File: src/rtl/timer_guard_pkg.sv
package timer_guard_pkg;

  typedef enum logic [1:0] {
    LK_NONE = 2'd0,
    LK_OPEN = 2'd1,
    LK_SHUT = 2'd2
  } lock_op_e;

  // command byte sits one bit above the bottom of the write data
  function automatic logic [7:0] guard_cmd(input logic [8:0] low_bits);
    return low_bits[8:1];
  endfunction

  function automatic lock_op_e guard_decode(input logic [7:0] cmd,
                                            input logic [7:0] open_code,
                                            input logic [7:0] shut_code);
    if (cmd == open_code) return LK_OPEN;
    if (cmd == shut_code) return LK_SHUT;
    return LK_NONE;
  endfunction

endpackage

File: src/rtl/timer_clr_lock.sv
module timer_clr_lock
  import timer_guard_pkg::*;
#(
  parameter logic [7:0] OPEN_CODE = 8'hAE,
  parameter logic [7:0] SHUT_CODE = 8'hEA
) (
  input  logic       clk,
  input  logic       rst_n,
  input  logic       lock_wr,
  input  logic [8:0] wdata_lo,
  output logic       unlocked_q
);

  logic [7:0] cmd;
  lock_op_e   lock_op;

  assign cmd     = guard_cmd(wdata_lo);
  assign lock_op = lock_wr ? guard_decode(cmd, OPEN_CODE, SHUT_CODE) : LK_NONE;

  always_ff @(posedge clk) begin
    if (!rst_n)                   unlocked_q <= 1'b0;
    else if (lock_op == LK_OPEN)  unlocked_q <= 1'b1;
    else if (lock_op == LK_SHUT)  unlocked_q <= 1'b0;
  end

  assert_unlock_R2: assert property (@(posedge clk) disable iff (!rst_n)
    (lock_wr && wdata_lo[8:1] == OPEN_CODE) |=> unlocked_q);

  assert_relock_R3: assert property (@(posedge clk) disable iff (!rst_n)
    (lock_wr && wdata_lo[8:1] == SHUT_CODE) |=> !unlocked_q);

  assert_hold_R4: assert property (@(posedge clk) disable iff (!rst_n)
    (!lock_wr || (wdata_lo[8:1] != OPEN_CODE && wdata_lo[8:1] != SHUT_CODE))
      |=> $stable(unlocked_q));

endmodule

File: src/rtl/timer_irq_sts.sv
module timer_irq_sts #(
  parameter int N = 8
) (
  input  logic         clk,
  input  logic         rst_n,
  input  logic         sts_wr,
  input  logic [N-1:0] wmask,
  input  logic [N-1:0] irq_evt,
  output logic [N-1:0] sts_q
);

  logic [N-1:0] kept;

  assign kept = sts_wr ? (sts_q & wmask) : sts_q;

  always_ff @(posedge clk) begin
    if (!rst_n) sts_q <= '0;
    else        sts_q <= kept | irq_evt;
  end

  assert_set_wins_R10: assert property (@(posedge clk) disable iff (!rst_n)
    (|irq_evt) |=> ((sts_q & $past(irq_evt)) == $past(irq_evt)));

  assert_no_spurious_R10: assert property (@(posedge clk) disable iff (!rst_n)
    1'b1 |=> ((sts_q & ~$past(sts_q) & ~$past(irq_evt)) == '0));

  assert_and_only_R9: assert property (@(posedge clk) disable iff (!rst_n)
    (sts_wr && !(|irq_evt)) |=> ((sts_q & ~$past(wmask)) == '0));

endmodule

File: src/rtl/timer_clr_apply.sv
module timer_clr_apply #(
  parameter int N  = 8,
  parameter int CB = 4,
  localparam int CW = N * CB
) (
  input  logic          clk,
  input  logic          rst_n,
  input  logic          clr_wr,
  input  logic          unlocked,
  input  logic [CW-1:0] wbits,
  input  logic [CW-1:0] ctrl_q,
  output logic [CW-1:0] clr_mask,
  output logic [CW-1:0] ctrl_next,
  output logic [N-1:0]  tmr_stop
);

  logic clr_go;

  assign clr_go    = clr_wr && unlocked;
  assign clr_mask  = clr_go ? wbits : '0;
  assign ctrl_next = ctrl_q & ~clr_mask;

  for (genvar i = 0; i < N; i++) begin : g_stop
    // enable is the lowest bit of each timer's group
    assign tmr_stop[i] = ctrl_q[i*CB] && !ctrl_next[i*CB];

    assert_stop_R7: assert property (@(posedge clk) disable iff (!rst_n)
      tmr_stop[i] |-> (clr_wr && unlocked && wbits[i*CB]));
  end

  assert_locked_noclr_R6: assert property (@(posedge clk) disable iff (!rst_n)
    !unlocked |-> (clr_mask == '0 && ctrl_next == ctrl_q));

  assert_only_clears_R6: assert property (@(posedge clk) disable iff (!rst_n)
    (ctrl_next & ~ctrl_q) == '0);

endmodule

File: src/rtl/timer_ctl_guard.sv
module timer_ctl_guard #(
  parameter int            N_TMR     = 8,
  parameter int            CTL_BITS  = 4,
  parameter int            AW        = 8,
  parameter int            DW        = 32,
  parameter bit            PROTECTED = 1'b1,
  parameter logic [AW-1:0] STS_OFS   = 'h34,
  parameter logic [AW-1:0] LOCK_OFS  = 'h38,
  parameter logic [AW-1:0] CLR_OFS   = 'h3C,
  parameter logic [7:0]    OPEN_CODE = 8'hAE,
  parameter logic [7:0]    SHUT_CODE = 8'hEA,
  localparam int           CW        = N_TMR * CTL_BITS
) (
  input  logic                clk,
  input  logic                rst_n,
  input  logic                wr_en,
  input  logic                rd_en,
  input  logic [AW-1:0]       addr,
  input  logic [DW-1:0]       wdata,
  output logic [DW-1:0]       rd_data,
  input  logic [CW-1:0]       ctrl_q,
  input  logic [N_TMR-1:0]    irq_evt,
  output logic [CW-1:0]       clr_mask,
  output logic [CW-1:0]       ctrl_next,
  output logic [N_TMR-1:0]    tmr_stop,
  output logic                lock_open,
  output logic [N_TMR-1:0]    irq_sts
);

  // decoded bus events, kept as named wires for the checks
  logic hit_lock, hit_clr, hit_sts;
  logic lock_wr, clr_wr, sts_wr;

  assign hit_lock = (addr == LOCK_OFS);
  assign hit_clr  = (addr == CLR_OFS);
  assign hit_sts  = (addr == STS_OFS);
  assign lock_wr  = wr_en && hit_lock && PROTECTED;
  assign clr_wr   = wr_en && hit_clr;
  assign sts_wr   = wr_en && hit_sts && !PROTECTED;

  if (PROTECTED) begin : g_lock
    timer_clr_lock #(
      .OPEN_CODE (OPEN_CODE),
      .SHUT_CODE (SHUT_CODE)
    ) u_lock (
      .clk        (clk),
      .rst_n      (rst_n),
      .lock_wr    (lock_wr),
      .wdata_lo   (wdata[8:0]),
      .unlocked_q (lock_open)
    );
  end else begin : g_nolock
    assign lock_open = 1'b1;
  end

  timer_irq_sts #(.N(N_TMR)) u_sts (
    .clk     (clk),
    .rst_n   (rst_n),
    .sts_wr  (sts_wr),
    .wmask   (wdata[N_TMR-1:0]),
    .irq_evt (irq_evt),
    .sts_q   (irq_sts)
  );

  timer_clr_apply #(.N(N_TMR), .CB(CTL_BITS)) u_apply (
    .clk       (clk),
    .rst_n     (rst_n),
    .clr_wr    (clr_wr),
    .unlocked  (lock_open),
    .wbits     (wdata[CW-1:0]),
    .ctrl_q    (ctrl_q),
    .clr_mask  (clr_mask),
    .ctrl_next (ctrl_next),
    .tmr_stop  (tmr_stop)
  );

  always_comb begin
    rd_data = '0;
    if (rd_en) begin
      if (PROTECTED && hit_lock)      rd_data[0] = lock_open;
      else if (!PROTECTED && hit_sts) rd_data[N_TMR-1:0] = irq_sts;
    end
  end

  assert_lock_read_R5: assert property (@(posedge clk) disable iff (!rst_n)
    (rd_en && hit_lock) |-> (rd_data[DW-1:1] == '0));

  assert_sts_guarded_R11: assert property (@(posedge clk) disable iff (!rst_n)
    (PROTECTED && !(|irq_evt)) |=> $stable(irq_sts));

  assert_open_always_R8: assert property (@(posedge clk) disable iff (!rst_n)
    (!PROTECTED && clr_wr) |-> (clr_mask == wdata[CW-1:0]));

endmodule

File: config.mk
export PLATFORM = sky130hd
export DESIGN_NAME = timer_ctl_guard
export DESIGN_NICKNAME = d
export VERILOG_FILES = /design/src/rtl/timer_guard_pkg.sv /design/src/rtl/timer_clr_lock.sv /design/src/rtl/timer_irq_sts.sv /design/src/rtl/timer_clr_apply.sv /design/src/rtl/timer_ctl_guard.sv
export SDC_FILE = /design/constraint.sdc
export NUM_CORES = 1
export LEC_CHECK = 0
export ABC_AREA = 1
export ABC_CLOCK_PERIOD_IN_PS = 1500
export BUFFER_PORTS_ARGS = -buffer_cell sky130_fd_sc_hd__clkbuf_2
export CORE_AREA = 2 2 76 78
export DETAILED_ROUTE_END_ITERATION = 16
export DIE_AREA = 0 0 78 80
export GPL_ROUTABILITY_DRIVEN = 1
export PLACE_DENSITY = 0.71
export SLEW_MARGIN = 10
export SYNTH_ARGS = -nofsm -noshare
export SYNTH_HDL_FRONTEND = slang
export SYNTH_SLANG_ARGS = --single-unit
File: constraint.sdc
create_clock -name clk -period 1.5 [get_ports clk]
set_input_delay 0.075 -clock clk [delete_from_list [all_inputs] [get_ports clk]]
set_output_delay 0.075 -clock clk [all_outputs]
set_load 0.01 [all_outputs]
==> results of run 1 <==
-- Yosys cell counts --
| cell type | instances | share of area (%) |
|---|---|---|
| nand2_2 | 4 | 1.7 |
| o21ai_0 | 1 | 0.34 |
| nand3_4 | 6 | 7.2 |
| conb_1 | 1 | 0.26 |
| nand2_1 | 35 | 9.0 |
| buf_4 | 31 | 16 |
| nand3_1 | 26 | 9.0 |
| dfxtp_1 | 9 | 12 |
| ha_1 | 1 | 0.86 |
| inv_1 | 81 | 21 |
| nor2_1 | 24 | 6.2 |
| buf_12 | 2 | 2.8 |
| nor3_1 | 1 | 0.34 |
| a21oi_1 | 1 | 0.34 |
| nor2_4 | 1 | 0.78 |
| nor2_8 | 1 | 1.4 |
| buf_6 | 4 | 3.1 |
| nand4_1 | 2 | 0.86 |
| nor2_2 | 7 | 3.0 |
| nand3_2 | 5 | 3.4 |
-- what timing repair did --
item,4_1_cts,5_1_grt
setup endpoints to repair,9,68
setup buffers,1,0
gates resized for setup,4,48
pin swaps,7,8
cloned,2,1
hold buffers,0,0
-- worst register-to-register path, cell delays in order (launching register included) --
cell and delay, ns:
dfxtp_2 0.35, inv_1 0.04, a21oi_1 0.11
-- state kept, by name, summed over array words and instances (netlist names) --
signal and count:
u_sts.sts_q 8, g_lock.u_lock.unlocked_q 1
-- final timing paths --
check / start / end / cells past startpoint
worst min register to register: u_sts.sts_q[7] / u_sts.sts_q[7] / 2
worst max-delay path: g_lock.u_lock.unlocked_q / ctrl_next[16] / 8
worst min-delay path: irq_evt[4] / u_sts.sts_q[4] / 3
worst max register to register: g_lock.u_lock.unlocked_q / g_lock.u_lock.unlocked_q / 2
-- cell families (layout without fill, tap and decap cells) --
group | after synthesis | after routing
and+or+nand+nor | 112 | 112
buffers and inverters | 118 | 257
other | 1 | 31
AOI/OAI and AO/OA | 2 | 2
DFF | 9 | 9
adders and majority gates | 1 | 1
-- per-stage QoR --
step,setup TNS (ns),util (%)
6_report,0,45.5
5_1_grt,-1.77,45.5
4_1_cts,-0.155,43.2
3_5_place_dp,0,40.9
3_3_place_gp,0,40.9
2_1_floorplan,0,-
-- layer usage --
metal / vias up / routed length [um]
met3: 0 / 445
met2: 106 / 2510
met4: 0 / 0
li1: 970 / -
met5: - / 0
met1: 775 / 1750
-- power by group through the flow --
stage	logic [W]	registers, W	clock network, W
finish	0.000349	0.000263	0.000275
global route	0.000390	0.000265	0.000289
CTS	0.000339	0.000264	0.000285
detailed placement	0.000338	0.000267	0
global placement	0.000334	0.000267	0
floorplan	0.000200	0.000274	0
-- layout make-up --
cell class / count / area, um2 / share of cell area [%]
Timing Repair Buffer: 172 / 998 / 40.6
Multi-Input combinational cell: 146 / 838 / 34.1
Inverter: 81 / 304 / 12.4
Sequential cell: 9 / 181 / 7.38
Tap cell: 72 / 90.1 / 3.67
Clock buffer: 4 / 45.0 / 1.83
==> results by group, run 1 <==
CTS
  – H-tree depth: 1
  – CTS Buf Count: 3
  – Clk root buf: clkbuf_8
  – CTS clock-pin slew for the worst setup and hold paths: 0.04 ns
  – Worst-Skew Late Latency: 0.23 ns
  – CTS tree: done
  – Clock Sinks: 9
  – Clk buf depth: 2

Pwr
  – Net switching share of the total power: 33.1%
  – Switching power: 0.000294 W
  – Static Leakage: 1.81 nW
  – Maximum VDD drop: 0.000577 V
  – Flop pwr share: 29.7%
  – Comb pwr share: 39.3%
  – Pwr Density: 361 mW/mm2
  – Clock power share: 31.0%
  – Int Pwr: 0.000594 W
  – Total Power: 0.000888 W

Synth
  – Largest family of logic cells by synthesized area: simple AND/OR/NAND/NOR gates
  – Syn Area/Cell: 5.98 um2
  – Number of synthesis warnings: 0
  – Post-synthesis mux area share: 0%
  – Post-Synth XOR/XNOR Area: 0%
  – Simple-gate portion of the synthesized area: 43.0%
  – Compound-gate portion of the synthesized area: 0.689%
  – Mapped cell area: 0.00145 mm2
  – Netlist cell types: 20
  – Gate Count Post-Synth: 243
  – Post-Synth Adder-Cell Area: 0.861%
  – Sequential fraction of the synthesis area: 12.4%
  – Flops & latches, synth: 9

Routing
  – Routed Antenna Nets: 0
  – Via Count: 1851
  – DRC violations left: 0
  – Detailed Routing Iterations Pass 1: 4
  – Wirelength, routed: 4700 um
  – Avg WL per Cell: 9.70 um
  – Drt first-iter violations: 31
  – Vias per cell: 3.82

Placement
  – HPWL Detailed: 3950 um
  – Placed cell areas: 0.00221 mm2
  – Buffers added on ports: 165
  – Cells after DPL: 476
  – Post-Place Setup Slack: 0.207 ns
  – RePlAce Congestion: 0.678

STA
  – Final period util: 98.0%
  – RSZ-0062 raised after global routing: true
  – PnR worst setup slack: 0.0306 ns
  – Maximum operating frequency: 681 MHz
  – Final hold slack: 0.0548 ns
  – Clk_skew: 0 ns
  – # setup viols final: 0
  – Tmin final: 1.47 ns
  – Final hold vios: 0
  – Final Slew Violations: 0

Final layout
  – Most common cell after layout, fill and taps aside: clkbuf_2
  – Ratio of cells with drive above 1 in the final layout: 54.4%
  – Finished Layout Cells: 484
  – ANT cells: 0
  – Number of fill cells: 539
  – Commonest cells after routing, fill and taps aside: clkbuf_2, inv_1, conb_1
  – Post-route cell area: 0.00246 mm2
  – Nets: 498
  – Layout area overhead: 69.2%

Setup path
  – Crit. End Element: primary output
  – Delay-heaviest family, CP: buffers and inverters
  – CP bufs+invs: 4
  – CP Max Fanout: 8
  – Worst path max stage delay: 0.35 ns
  – WP data arrival: 1.39 ns
  – Critical path class: reg2out
  – Critical Path RT: 1.42 ns
  – CP Cell Sequence: nand3_2 -> nor2_4 -> buf_12 -> clkbuf_16 -> nand3_4 -> nand2_1 -> inv_1 -> clkbuf_2
  – Slowest stage cell, crit path: dfxtp_2
  – Startpoint Class: flip-flop
  – R2R setup slack: 0.93 ns

Global route
  – Largest net degree at the start of global routing: 27
  – All-Layer GR Usage: 13.2%
  – Busiest layer in global routing: met2
  – Met1 usage: 15.0%
  – Met3 Use GR: 2.49%
  – GRT met2 Usage: 25.7%
  – First-pass GRT wire length: 6820 um
  – Total grt overflow: 0
  – Vias in the first global route: 1574
  – Initial antenna violation count: 0

Floorplanning
  – Starting density of the core: 26.9%
  – Core area: 0.00541 mm2
  – Rows: 27
  – Die W: 78 um
  – Die area: 0.00624 mm2
  – Die H: 80 um
  – IO Pins: 197

Run status
  – Status: completed

Hold path
  – Worst Hold Class: in2reg

Run
  – Max-cap violations: 0
Note: power is estimated with default switching activity, not from simulation.
==> inputs of run 2 (changes only) <==
- PLACE_DENSITY: 0.71 -> 0.82
==> run 2 against run 1 <==
Die area stayed put. Register-to-register slack worse by 0.09 ns. Flip-flop and latch count stayed put. Non-clock buffer count is 3 higher. Worst setup slack worse by 0.0074 ns. First-iteration DRC count is 55% higher. Critical path depth stayed put. Sequential share of layout area is 0.49 points lower. Final cell count is 0.62% higher. Routed wire length is 11% higher. Largest power group unchanged.
==> results by group, run 2 (synthesis results as in run 1) <==
STA
  – Clk_skew: 0 ns
  – Final hold slack: 0.0566 ns
  – Final Slew Violations: 0
  – Final period util: 98.4%
  – Tmin final: 1.48 ns
  – # setup viols final: 0
  – Maximum operating frequency: 677 MHz
  – RSZ-0062 raised after global routing: true
  – Final hold vios: 0

Routing
  – Vias per cell: 3.95
  – Detailed Routing Iterations Pass 1: 4
  – Avg WL per Cell: 10.7 um
  – Routed Antenna Nets: 0
  – DRC violations left: 0
  – Drt first-iter violations: 48
  – Wirelength, routed: 5230 um
  – Via Count: 1926

Final layout
  – Top reg by flops: u_sts.sts_q
  – Nets: 501
  – ANT cells: 0
  – Largest regs: u_sts.sts_q: 8 flops, g_lock.u_lock.unlocked_q: 1 flops
  – Most common cell after layout, fill and taps aside: clkbuf_2
  – Post-route cell area: 0.00263 mm2
  – Number of flip-flops under the largest register name: 8
  – Layout area overhead: 81.1%
  – Final Util: 48.7%
  – Finished Layout Cells: 487
  – Ratio of cells with drive above 1 in the final layout: 57.8%
  – Commonest cells after routing, fill and taps aside: clkbuf_2, inv_1, conb_1

Placement
  – RePlAce Congestion: 0.805
  – HPWL Detailed: 4080 um
  – Placed cell areas: 0.00223 mm2
  – Cells after DPL: 477
  – Buffers added on ports: 165

Floorplanning
  – Starting density of the core: 26.9%
  – Die W: 78 um
  – Die area: 0.00624 mm2
  – Die H: 80 um
  – Rows: 27
  – IO Pins: 197
  – Core area: 0.00541 mm2

Pwr
  – Switching power: 0.000306 W
  – Static Leakage: 1.83 nW
  – Pwr Density: 345 mW/mm2
  – Comb pwr share: 41.0%
  – Flop pwr share: 29.1%
  – Int Pwr: 0.000602 W
  – Net switching share of the total power: 33.7%
  – Clock power share: 29.9%
  – Maximum VDD drop: 0.000676 V
  – Total Power: 0.000909 W

Setup path
  – Startpoint Class: flip-flop
  – CP Max Fanout: 6
  – WP data arrival: 1.40 ns
  – Critical Path RT: 1.42 ns
  – Crit. End Element: primary output
  – R2R setup slack: 0.84 ns
  – Critical path class: reg2out

Global route
  – Total grt overflow: 0
  – Initial antenna violation count: 0
  – Largest net degree at the start of global routing: 26
  – All-Layer GR Usage: 12.8%
  – Vias in the first global route: 1573
  – First-pass GRT wire length: 6670 um

CTS
  – Clock Sinks: 9
  – CTS Buf Count: 3
  – Worst-Skew Late Latency: 0.23 ns
  – Clk buf depth: 2
  – H-tree depth: 1
  – CTS tree: done
  – CTS clock-pin slew for the worst setup and hold paths: 0.04 ns
  – Clk root buf: clkbuf_8
  – Hold buffers post-CTS: 0

Run
  – Max-cap violations: 0

Run status
  – Status: completed

Hold path
  – Worst Hold Class: in2reg
[run 2: changes by cell type in the layout (fill, tap and decap cells not counted), sizes merged]
cell / before / now
clkbuf: 150 / 155
buf: 26 / 24
[run 2: worst max-delay path: stages, from the launching register on]
cell and delay, ns:
dfxtp_2 0.33, nand3_2 0.08, nor2_4 0.13, buf_12 0.14, clkbuf_16 0.17, nand3_4 0.08, nand2_2 0.08, inv_2 0.04
buf_6 0.11
[run 2: layout make-up]
| cell class | count | area (um2) |
|---|---|---|
| flip-flops and latches | 9 | 181 |
| fillers | 532 | 2770 |
| inverters | 81 | 304 |
| well taps | 72 | 90.1 |
| repair buffers | 175 | 1040 |
| multi-input cells | 146 | 966 |
| clock buffers | 4 | 45.0 |
[run 2: worst paths after layout]
| check | end | from | cells past startpoint |
|---|---|---|---|
| hold / removal | u_sts.sts_q[6] | irq_evt[6] | 3 |
| setup / recovery | ctrl_next[18] | g_lock.u_lock.unlocked_q | 8 |
| hold reg to reg | u_sts.sts_q[0] | u_sts.sts_q[0] | 2 |
| setup reg to reg | g_lock.u_lock.unlocked_q | g_lock.u_lock.unlocked_q | 3 |
[run 2: power groups by stage]
stage	Sequential (W)	Combinational, W	Clock [W]
after global routing	0.000266	0.000409	0.000289
after global placement	0.000268	0.000333	0
after floorplan	0.000274	0.000200	0
final	0.000264	0.000373	0.000272
after CTS	0.000264	0.000339	0.000277
after detailed placement	0.000268	0.000338	0
[run 2: through the flow]
stage	TNS (ns)	worst slack, ns
5_1_grt	-0.665	-0.0372
6_report	0	0.0233
3_5_place_dp	0	0.211
3_3_place_gp	0	0.276
4_1_cts	0	0.0203
2_1_floorplan	0	0.358
[run 2: timing repair]
| action | 4_1_cts | 5_1_grt |
|---|---|---|
| resized for setup | 1 | 71 |
| buffers inserted | 0 | 2 |
| endpoints found under the setup margin | 3 | 15 |
| pin swaps | 0 | 22 |
| cloned | 0 | 4 |
[run 2: metal layers]
metal / routed length (um) / track usage, % / vias to the layer above
met5: 0 / 0 / -
met4: 19 / 2.28 / 0
met1: 1820 / 13.5 / 837
met2: 2940 / 26.2 / 106
met3: 447 / 2.60 / 2
li1: - / - / 981
